File: src/rtl/swbus_pkg.sv
package swbus_pkg;

  typedef enum logic [2:0] {
    ST_IDLE,
    ST_QUAL,
    ST_WSLOT,
    ST_RSLOT,
    ST_WAITHI,
    ST_RSTWAIT,
    ST_PDWAIT,
    ST_PDLOW
  } slotState_t;

  typedef struct packed {
    logic clrTimer;
    logic sample;
    logic driveOn;
    logic driveOff;
    logic clrByte;
  } ctlStrobe_t;

endpackage

File: src/rtl/swbus_slot_dp.sv
module swbus_slot_dp
  import swbus_pkg::*;
#(
  parameter int RST_US = 480,
  parameter int SLOT_W = 8,
  parameter int DATA_W = 8
) (
  input  logic              clk,
  input  logic              rstN,
  input  logic              usTick,
  input  logic              lineIn,
  input  ctlStrobe_t        ctl,
  output logic              lineLow,
  output logic              fallEdge,
  output logic              rstHit,
  output logic [SLOT_W-1:0] slotUs,
  output logic              driveLow,
  output logic              rxBitStb,
  output logic              rxBit,
  output logic              rxByteStb,
  output logic [DATA_W-1:0] rxByte
);

  localparam int LOW_W = $clog2(RST_US + 2);
  localparam int IDX_W = (DATA_W > 1) ? $clog2(DATA_W) : 1;
  localparam logic [LOW_W-1:0] RST_LAST = LOW_W'(RST_US - 1);
  localparam logic [IDX_W-1:0] IDX_LAST = IDX_W'(DATA_W - 1);

  logic [1:0]        lineSync;
  logic              linePrev;
  logic [LOW_W-1:0]  lowUs;
  logic [IDX_W-1:0]  bitIdx;
  logic [DATA_W-1:0] shiftReg;
  logic [DATA_W-1:0] nextShift;

  // two-flop synchronizer, idle level is high
  always_ff @(posedge clk or negedge rstN) begin
    if (!rstN) begin
      lineSync <= 2'b11;
      linePrev <= 1'b1;
    end else begin
      lineSync <= {lineSync[0], lineIn};
      linePrev <= lineSync[1];
    end
  end

  assign lineLow  = ~lineSync[1];
  assign fallEdge = linePrev & ~lineSync[1];

  // microseconds the line has stayed low
  always_ff @(posedge clk or negedge rstN) begin
    if (!rstN)                      lowUs <= '0;
    else if (!lineLow)              lowUs <= '0;
    else if (usTick && lowUs != '1) lowUs <= lowUs + 1'b1;
  end

  assign rstHit = usTick & lineLow & (lowUs == RST_LAST);

  // slot / presence timer
  always_ff @(posedge clk or negedge rstN) begin
    if (!rstN)                       slotUs <= '0;
    else if (ctl.clrTimer)           slotUs <= '0;
    else if (usTick && slotUs != '1) slotUs <= slotUs + 1'b1;
  end

  // pull-down enable
  always_ff @(posedge clk or negedge rstN) begin
    if (!rstN)             driveLow <= 1'b0;
    else if (ctl.driveOff) driveLow <= 1'b0;
    else if (ctl.driveOn)  driveLow <= 1'b1;
  end

  assign nextShift = {lineSync[1], shiftReg[DATA_W-1:1]};

  // receive shifter, LSB arrives first
  always_ff @(posedge clk or negedge rstN) begin
    if (!rstN) begin
      bitIdx    <= '0;
      shiftReg  <= '0;
      rxByte    <= '0;
      rxBit     <= 1'b0;
      rxBitStb  <= 1'b0;
      rxByteStb <= 1'b0;
    end else begin
      rxBitStb  <= ctl.sample;
      rxByteStb <= 1'b0;
      if (ctl.clrByte) begin
        bitIdx <= '0;
      end else if (ctl.sample) begin
        rxBit    <= lineSync[1];
        shiftReg <= nextShift;
        if (bitIdx == IDX_LAST) begin
          bitIdx    <= '0;
          rxByte    <= nextShift;
          rxByteStb <= 1'b1;
        end else begin
          bitIdx <= bitIdx + 1'b1;
        end
      end
    end
  end

  p_byte_with_bit_r4: assert property (@(posedge clk) disable iff (!rstN)
    rxByteStb |-> rxBitStb);

  p_abort_clears_r7: assert property (@(posedge clk) disable iff (!rstN)
    ctl.clrByte |=> (bitIdx == '0));

  p_reset_once_r1: assert property (@(posedge clk) disable iff (!rstN)
    rstHit |=> !rstHit);

endmodule

File: src/rtl/swbus_slot_ctl.sv
module swbus_slot_ctl
  import swbus_pkg::*;
#(
  parameter int PD_WAIT_US = 30,
  parameter int PD_LOW_US  = 120,
  parameter int SAMPLE_US  = 30,
  parameter int HOLD_US    = 15,
  parameter int SLOT_W     = 8
) (
  input  logic              clk,
  input  logic              rstN,
  input  logic              usTick,
  input  logic              txMode,
  input  logic              txBit,
  input  logic              lineLow,
  input  logic              fallEdge,
  input  logic              rstHit,
  input  logic [SLOT_W-1:0] slotUs,
  input  logic              driveLow,
  output ctlStrobe_t        ctl,
  output logic              txReq,
  output logic              rstSeen
);

  localparam logic [SLOT_W-1:0] PDW_LAST  = SLOT_W'(PD_WAIT_US - 1);
  localparam logic [SLOT_W-1:0] PDL_LAST  = SLOT_W'(PD_LOW_US - 1);
  localparam logic [SLOT_W-1:0] SMP_LAST  = SLOT_W'(SAMPLE_US - 1);
  localparam logic [SLOT_W-1:0] HOLD_LAST = SLOT_W'(HOLD_US - 1);

  slotState_t state, stateNext;
  logic       txReqNext;

  always_comb begin
    stateNext = state;
    ctl       = '0;
    txReqNext = 1'b0;
    if (rstHit) begin
      stateNext    = ST_RSTWAIT;
      ctl.driveOff = 1'b1;
      ctl.clrByte  = 1'b1;
    end else begin
      unique case (state)
        ST_IDLE: if (fallEdge) begin
          stateNext    = ST_QUAL;
          ctl.clrTimer = 1'b1;
        end
        ST_QUAL: begin
          if (!lineLow) begin
            stateNext = ST_IDLE;
          end else if (usTick) begin
            if (txMode) begin
              stateNext   = ST_RSLOT;
              txReqNext   = 1'b1;
              ctl.driveOn = ~txBit;
            end else begin
              stateNext = ST_WSLOT;
            end
          end
        end
        ST_WSLOT: if (usTick && slotUs == SMP_LAST) begin
          stateNext  = ST_WAITHI;
          ctl.sample = 1'b1;
        end
        ST_RSLOT: if (usTick && slotUs == HOLD_LAST) begin
          stateNext    = ST_WAITHI;
          ctl.driveOff = 1'b1;
        end
        ST_WAITHI: if (!lineLow) stateNext = ST_IDLE;
        ST_RSTWAIT: if (!lineLow) begin
          stateNext    = ST_PDWAIT;
          ctl.clrTimer = 1'b1;
        end
        ST_PDWAIT: if (usTick && slotUs == PDW_LAST) begin
          stateNext    = ST_PDLOW;
          ctl.clrTimer = 1'b1;
          ctl.driveOn  = 1'b1;
        end
        ST_PDLOW: if (usTick && slotUs == PDL_LAST) begin
          stateNext    = ST_WAITHI;
          ctl.driveOff = 1'b1;
        end
        default: stateNext = ST_IDLE;
      endcase
    end
  end

  always_ff @(posedge clk or negedge rstN) begin
    if (!rstN) begin
      state   <= ST_IDLE;
      txReq   <= 1'b0;
      rstSeen <= 1'b0;
    end else begin
      state   <= stateNext;
      txReq   <= txReqNext;
      rstSeen <= rstHit;
    end
  end

  p_drive_states_r5: assert property (@(posedge clk) disable iff (!rstN)
    driveLow |-> (state == ST_RSLOT || state == ST_PDLOW));

  p_hold_limit_r5: assert property (@(posedge clk) disable iff (!rstN)
    (state == ST_RSLOT) |-> (slotUs < SLOT_W'(HOLD_US)));

  p_presence_len_r2: assert property (@(posedge clk) disable iff (!rstN)
    (state == ST_PDLOW) |-> (slotUs < SLOT_W'(PD_LOW_US)));

  p_glitch_drop_r6: assert property (@(posedge clk) disable iff (!rstN)
    (state == ST_QUAL && !lineLow) |=> (state == ST_IDLE));

endmodule

File: src/rtl/swbus_slot_slave.sv
module swbus_slot_slave
  import swbus_pkg::*;
#(
  parameter int RST_US     = 480,
  parameter int PD_WAIT_US = 30,
  parameter int PD_LOW_US  = 120,
  parameter int SAMPLE_US  = 30,
  parameter int HOLD_US    = 15,
  parameter int DATA_W     = 8
) (
  input  logic              clk,
  input  logic              rstN,
  input  logic              usTick,
  input  logic              lineIn,
  input  logic              txMode,
  input  logic              txBit,
  output logic              pullN,
  output logic              rstSeen,
  output logic              txReq,
  output logic              rxBitStb,
  output logic              rxBit,
  output logic              rxByteStb,
  output logic [DATA_W-1:0] rxByte
);

  localparam int SPAN_US = PD_WAIT_US + PD_LOW_US + SAMPLE_US + HOLD_US;
  localparam int SLOT_W  = $clog2(SPAN_US + 2);

  ctlStrobe_t        ctl;
  logic              lineLow, fallEdge, rstHit, driveLow;
  logic [SLOT_W-1:0] slotUs;

  swbus_slot_ctl #(
    .PD_WAIT_US(PD_WAIT_US), .PD_LOW_US(PD_LOW_US),
    .SAMPLE_US(SAMPLE_US), .HOLD_US(HOLD_US), .SLOT_W(SLOT_W)
  ) uCtl (
    .clk(clk), .rstN(rstN), .usTick(usTick), .txMode(txMode), .txBit(txBit),
    .lineLow(lineLow), .fallEdge(fallEdge), .rstHit(rstHit), .slotUs(slotUs),
    .driveLow(driveLow), .ctl(ctl), .txReq(txReq), .rstSeen(rstSeen)
  );

  swbus_slot_dp #(
    .RST_US(RST_US), .SLOT_W(SLOT_W), .DATA_W(DATA_W)
  ) uDp (
    .clk(clk), .rstN(rstN), .usTick(usTick), .lineIn(lineIn), .ctl(ctl),
    .lineLow(lineLow), .fallEdge(fallEdge), .rstHit(rstHit), .slotUs(slotUs),
    .driveLow(driveLow), .rxBitStb(rxBitStb), .rxBit(rxBit),
    .rxByteStb(rxByteStb), .rxByte(rxByte)
  );

  assign pullN = ~driveLow;

  p_strobes_apart_r8: assert property (@(posedge clk) disable iff (!rstN)
    $onehot0({rxBitStb, txReq, rstSeen}));

endmodule

File: config.mk
export PLATFORM = sky130hd
export DESIGN_NAME = swbus_slot_slave
export DESIGN_NICKNAME = d
export VERILOG_FILES = /design/src/rtl/swbus_pkg.sv /design/src/rtl/swbus_slot_dp.sv /design/src/rtl/swbus_slot_ctl.sv /design/src/rtl/swbus_slot_slave.sv
export SDC_FILE = /design/constraint.sdc
export NUM_CORES = 1
export LEC_CHECK = 0
export ABC_AREA = 1
export BUFFER_PORTS_ARGS = -buffer_cell sky130_fd_sc_hd__buf_2
export CAP_MARGIN = 20
export CORE_ASPECT_RATIO = 1.4
export CORE_MARGIN = 8
export CORE_UTILIZATION = 50
export CTS_BUF_LIST = sky130_fd_sc_hd__clkbuf_8 sky130_fd_sc_hd__clkbuf_16
export DETAILED_ROUTE_END_ITERATION = 10
export PLACE_DENSITY = 0.71
export SKIP_LAST_GASP = 1
export SLEW_MARGIN = 20
export SYNTH_ARGS = -nofsm -noshare
export SYNTH_HDL_FRONTEND = slang
export SYNTH_HIERARCHICAL = 1
export SYNTH_SLANG_ARGS = --single-unit
export TNS_END_PERCENT = 30
File: constraint.sdc
create_clock -name clk -period 3.94 [get_ports clk]
set_input_delay 0.197 -clock clk [delete_from_list [all_inputs] [get_ports clk]]
set_output_delay 0.197 -clock clk [all_outputs]
set_load 0.01 [all_outputs]
==> results by group, run 1 <==
Yosys
  – Yosys warning count: 6
  – Syn Area/Cell: 7.75 um2
  – Post-synth top area cell: dfrtp_1
  – FF+latch count, synth: 46
  – Top cell type's share of synthesized area: 43.0%
  – Post-synthesis sequential area ratio: 46.2%
  – Mapped Cells: 323
  – Syn nets: 334
  – Area contributors post-synth: dfrtp_1 (43%), nand2_1 (13%), inv_1 (6.3%)
  – Syn Std Cell Area: 2500 um2
  – Synth cell types: 29

Place
  – Post-DP HPWL: 3.58 mm
  – Post-place setup slack: 1.33 ns
  – Placer congestion estimate: 0.923
  – Buffers on Ports: 19
  – Placed cell area: 2640 um2

Finish
  – Area Overhead vs Synth: 10.6%
  – Diode count: 0
  – Nets: 358
  – Layout cells sized above 1: 14.7%
  – Fin area: 2770 um2

GRT
  – Largest net degree at the start of global routing: 47
  – GRT overflow: 0
  – Global-route wire length before repair: 9.00 mm
  – Vias in the first global route: 2,142
  – GRT Total Usage: 14.8%
  – Initial antenna violation count: 0

Power
  – Cell Pwr Density: 557 nW/um2
  – Peak ir drop on the vdd network: 0.213 mV
  – Pwr Total: 1.54 mW
  – Lkg Pwr: 1.43 nW

Setup path
  – Worst setup SP type: flip-flop
  – Crit end category: flip-flop
  – Crit-path slowest cell: dfstp_2
  – WS Path Type: reg2reg
  – Req. time, crit path: 4.11 ns
  – Worst-path maximum fanout: 18
  – Worst path top cell family by delay: simple AND/OR/NAND/NOR gates
  – Critical Path Max Stage Delay: 0.59 ns
  – WP buf/inv: 3
  – CP cell instances: inv_1, nand4_1, nor3_1, buf_4, nor2_1, nand3_1, nor3_1, inv_1, nor2_4, nand2_2, nand2_1, o21ai_0
  – Critical path arrival: 2.80 ns

Drt
  – Routed Antenna Nets: 0
  – Met2 wire length: 2.45 mm
  – Total Wirelength: 4.91 mm
  – Top Layer Used: met4
  – Via density: 5.05
  – Wire length on met3: 166 um
  – DR vias: 2,082
  – Post-DR wirelength/cell: 11.9 um
  – DRT iter0 DRCs: 107
  – 1st-pass router iterations: 4
  – Wire length on met1: 2.18 mm
  – # DRC: 0

Floorplan
  – Die Area: 7560 um2
  – Die X: 75.8 um
  – Initial Utilization: 51.7%
  – Row count: 30
  – Core ar.: 4840 um2
  – Die Ht: 99.7 um
  – Top Ports: 20

STA
  – Fmax: 0.379 GHz
  – Setup TNS: 0 ns
  – RSZ-0062 raised after global routing: no
  – Max-slew violations: 0
  – Tcrit/Tclk final: 67.0%
  – Relative slew slack: 60.3%
  – PnR worst setup slack: 1.30 ns
  – Post-route clock skew: 0.00622 ns
  – Setup violations, final: 0
  – Tightest Pin Transition: 0.595 ns
  – Tmin final: 2.64 ns
  – Final Hold Viols: 0
  – Fin Hold WS: 0.212 ns

Clocking
  – CTS tree: yes
  – H-tree Lvls: 2
  – Worst-path clk slew: 0.09 ns
  – Root buffer cell: clkbuf_8
  – TritonCTS Buffers: 5
  – CTS Hold Bufs: 1
  – Post_cts resized: 0
  – CTS max path bufs: 2
  – Clock insertion delay at the later pin of the skew report: 0.30 ns
  – Sink Count: 46
  – Post-CTS Setup Bufs: 0

Run
  – Max Cap Viol: 0

Run status
  – Status: finished clean

Min path
  – HP Class: in2reg
[synthesized netlist by cell type (all sizes together)]
cell type,number
nand3,25
dfrtp,43
ha,5
o21bai,3
nor3b,2
inv,46
nand3b,2
a211oi,2
a21oi,11
o21ai,19
or2,1
nor3,8
nor2,46
buf,4
nand4,6
clkbuf,1
dfstp,3
nand2,95
xor2,1
[power by group]
part           internal, mW  switching (mW)
Combinational         0.196           0.319
Sequential            0.584           0.124
Clock                 0.161           0.157
Total                 0.940           0.600
[cell families after synthesis]
logic type               synth area share, %
AND/OR/NAND/NOR                         34.4
XOR/XNOR                               0.350
buffers and inverters                   8.70
AO/OA/AOI/OAI                           7.95
adder cells (fa/ha/maj)                 2.50
flip-flops                              46.2
[sequential cells by signal, summed over array words and instances (netlist names)]
signal	count
uDp/lowUs	9
uDp/rxByte	8
uDp/slotUs	8
uDp/shiftReg	6
uCtl/state	3
uDp/bitIdx	3
uDp/lineSync	2
uCtl/rstSeen	1
uCtl/txReq	1
uDp/driveLow	1
uDp/linePrev	1
uDp/rxBit	1
uDp/rxBitStb	1
uDp/rxByteStb	1
[through the flow]
stage / utilization [%] / instances
2_1_floorplan: - / 323
3_3_place_gp: 54.5 / 402
3_5_place_dp: 54.5 / 402
4_1_cts: 56.9 / 411
5_1_grt: 57.2 / 412
6_report: 57.2 / 412
[metal layers]
metal  GRT usage (%)  up-vias
met2            24.1       25
met5               0        -
li1                -     1067
met1            17.5      978
met4            7.13        0
met3            3.12       12
[cell usage in the layout, fill, tap and decap left out, drive strengths merged, types with 3 or more instances in the layout]
cell type	count
o21ai	19
dfstp	3
nand3	25
nand2	95
ha	5
a21oi	11
nand4	6
nor2	46
dfrtp	43
nor3	8
o21bai	3
inv	46
buf	20
clkbuf	7
[worst paths after layout]
| path | from | end | slack, ns | cells after the start |
|---|---|---|---|---|
| max | uDp/lineSync[1]$_DFF_PN1_ | uDp/rxByte[7]$_DFFE_PN0P_ | 1.30 | 12 |
| min | txMode | uCtl/txReq$_DFF_PN0_ | 0.21 | 3 |
| max reg2reg | uDp/lineSync[1]$_DFF_PN1_ | uDp/rxByte[7]$_DFFE_PN0P_ | 1.30 | 12 |
| min reg2reg | uDp/lineSync[0]$_DFF_PN1_ | uDp/lineSync[1]$_DFF_PN1_ | 0.36 | 0 |
| max in group asynchronous | rstN | uCtl/rstSeen$_DFF_PN0_ | 3.12 | 2 |
| min in group asynchronous | rstN | uDp/slotUs[2]$_DFFE_PN0P_ | 0.44 | 2 |
[layout make-up]
class,count,area (um2)
fillers,473,2070
flip-flops and latches,46,1150
multi-input cells,226,1130
inverters,46,173
repair buffers,22,125
clock buffers,7,96.3
well taps,64,80.1
clock inverters,1,8.76
[worst min-delay path: stages]
cell and delay (ns):
buf_2 0.10, nand2_1 0.10, nor3_1 0.07
Note: power is estimated with default switching activity, not from simulation.
==> run 2, diff against run 1 <==
PLACE_DENSITY = 0.74   (was 0.71)
clock period = 2.2 ns   (was 3.94 ns; I/O delays follow)
==> run 2 against run 1 <==
Highest routed layer unchanged. Combinational power increased by 98%. Largest power group unchanged. Clock skew is 0.0032 ns higher. Sequential power increased by 74%. Cell area is 2.8% higher.
==> results by group, run 2 (synthesized netlist as in run 1, its figures left out) <==
Setup path
  – Crit end category: flip-flop
  – WS Path Type: reg2reg
  – Worst R2R Path Depth: 13 (+1)
  – Crit-path slowest cell: dfrtp_1
  – CP cell instances: ha_1, nand2_1, nor2_1, inv_1, nor3_1, nor2_1, nand3_1, nor3_2, inv_1, nor2_4, buf_6, nand2_1, o21ai_0
  – End of the critical path: uDp/shiftReg[3]$_DFFE_PN0N_
  – Worst-path maximum fanout: 14 (-4)
  – Reg-to-reg critical path endpoint: uDp/shiftReg[3]$_DFFE_PN0N_
  – Req. time, crit path: 2.41 ns (-1.70 ns)
  – CP startpoint: uDp/lowUs[0]$_DFFE_PN0P_
  – Flop-to-flop setup slack: 0.23 ns (-1.07 ns)
  – Critical path arrival: 2.18 ns (-0.62 ns)
  – Critical Path Max Stage Delay: 0.40 ns (-0.19 ns)
  – Worst setup SP type: flip-flop
  – Worst r2r src: uDp/lowUs[0]$_DFFE_PN0P_

Finish
  – Final std cells w/o fill: 422 (+2.4%)
  – Diode count: 0 (unchanged)
  – Nets: 368 (+2.8%)
  – Fin util: 58.8% (+1.6 points)
  – Layout cells sized above 1: 17.6% (+2.9 points)
  – Biggest register: uDp/lowUs
  – Area Overhead vs Synth: 13.7%
  – Most common cell after layout, fill and taps aside: nand2_1
  – Largest register FFs: 9 (unchanged)
  – Commonest non-fill, non-tap cells in the layout: nand2_1 (89), dfrtp_1 (43), inv_1 (42)
  – Largest registers: uDp/lowUs: 9 flops, uDp/rxByte: 8 flops, uDp/slotUs: 8 flops
  – Fill cell count: 438 (-7.4%)

STA
  – PnR worst setup slack: 0.234 ns (-1.07 ns)
  – Tightest Pin Transition: 0.450 ns (-0.145 ns)
  – Setup violations, final: 0 (unchanged)
  – Setup TNS: 0 ns (unchanged)
  – Tcrit/Tclk final: 89.3% (+22 points)
  – Final Hold Viols: 0 (unchanged)
  – RSZ-0062 raised after global routing: no
  – Max-slew violations: 0 (unchanged)
  – Tmin final: 1.97 ns (-0.674 ns)
  – Post-route clock skew: 0.00947 ns (+0.00325 ns)
  – Relative slew slack: 70.0% (+9.7 points)
  – Fmax: 0.509 GHz (+34%)

Drt
  – 1st-pass router iterations: 4 (unchanged)
  – DR vias: 2,143 (+2.9%)
  – Via density: 5.08 (+0.49%)
  – DRT iter0 DRCs: 155 (+45%)
  – Routed Antenna Nets: 0 (unchanged)
  – Total Wirelength: 5.27 mm (+7.2%)
  – # DRC: 0 (unchanged)
  – Post-DR wirelength/cell: 12.5 um (+4.7%)

Floorplan
  – Die Ht: 99.7 um (unchanged)
  – Row count: 30 (unchanged)
  – Top Ports: 20 (unchanged)
  – Initial Utilization: 51.7% (unchanged)
  – Die Area: 7560 um2 (unchanged)
  – Die X: 75.8 um (unchanged)
  – Core ar.: 4840 um2 (unchanged)

Place
  – Placed Cells: 410 (+2.0%)
  – Buffers on Ports: 19 (unchanged)
  – Post-place setup slack: 0.104 ns (-1.23 ns)
  – Placer congestion estimate: 0.868 (-6.0%)
  – Post-DP HPWL: 3.91 mm (+9.0%)

GRT
  – Largest net degree at the start of global routing: 27 (-43%)
  – Vias in the first global route: 2,104 (-1.8%)
  – Initial antenna violation count: 0 (unchanged)
  – GRT Total Usage: 15.9% (+1.1 points)
  – GRT overflow: 0 (unchanged)
  – Global-route wire length before repair: 9.34 mm (+3.8%)

Clocking
  – TritonCTS Buffers: 5 (unchanged)
  – Sink Count: 46 (unchanged)
  – Worst-path clk slew: 0.09 ns (about the same)
  – H-tree Lvls: 2 (unchanged)
  – CTS tree: yes
  – Clock insertion delay at the later pin of the skew report: 0.31 ns (about the same)
  – CTS max path bufs: 2 (unchanged)
  – Root buffer cell: clkbuf_8

Power
  – Peak ir drop on the vdd network: 0.511 mV (+140%)
  – Cell Pwr Density: 981 nW/um2 (+76%)
  – Lkg Pwr: 1.47 nW (+3.1%)
  – Pwr Total: 2.79 mW (+81%)

Min path
  – HP Class: in2reg

Run
  – Max Cap Viol: 0 (unchanged)

Run status
  – Status: finished clean
-- run 2: how the worst min path moves through the flow --
stage                 from                   endpoint  slack, ns  cells past startpoint
finish              txMode       uCtl/txReq$_DFF_PN0_       0.12                      3
global route        txMode       uCtl/txReq$_DFF_PN0_       0.13                      3
CTS                 txMode       uCtl/txReq$_DFF_PN0_       0.10                      3
detailed placement    rstN  uDp/rxByte[3]$_DFFE_PN0P_       0.08                      1
global placement      rstN  uDp/rxByte[6]$_DFFE_PN0P_       0.08                      1
floorplan             rstN     uCtl/rstSeen$_DFF_PN0_      -0.19                      0
-- run 2: per-layer routing --
metal  track usage, %  up-vias  wire length, um
li1                 -     1093                -
met1             18.2     1003             2260
met2             26.5       38             2690
met3             3.52        9              204
met4             7.58        0              112
met5                0        -                0
-- run 2: report_power, final --
part	leakage (nW)	switching (mW)	internal [mW]
clock	0.0447	0.312	0.230
combinational	0.861	0.635	0.388
sequential	0.569	0.182	1.05
-- run 2: cell type report --
| cell class | instances | area [um2] | area share, % |
|---|---|---|---|
| sequential | 46 | 1150 | 40.6 |
| multi-input combinational | 226 | 1140 | 40.2 |
| timing repair buffer | 32 | 201 | 7.08 |
| inverter | 46 | 173 | 6.07 |
| tap | 64 | 80.1 | 2.81 |
| clock buffer | 5 | 68.8 | 2.42 |
| clock inverter | 3 | 25.0 | 0.879 |
-- run 2: repair_timing --
action | in CTS | in global routing
gates resized for setup | 0 | 3
setup buffers | 0 | 2
hold buffers | 2 | 0
hold endpoints to repair | 21 | 0
setup endpoints to repair | 0 | 19
-- run 2: through the flow --
stage	area [um2]	hold WS (ns)
after floorplan	2510	-0.186
after global routing	2850	0.126
final	2850	0.116
after global placement	2710	0.0817
after CTS	2820	0.104
after detailed placement	2710	0.0831
-- run 2: critical path, delay by kind of cell, from the launching register on --
kind	cells	cell delay, ns
adders and majority gates	1	0.22
buffers and inverters	3	0.34
DFF	1	0.40
and+or+nand+nor	8	0.83
AOI/OAI and AO/OA	1	0.08
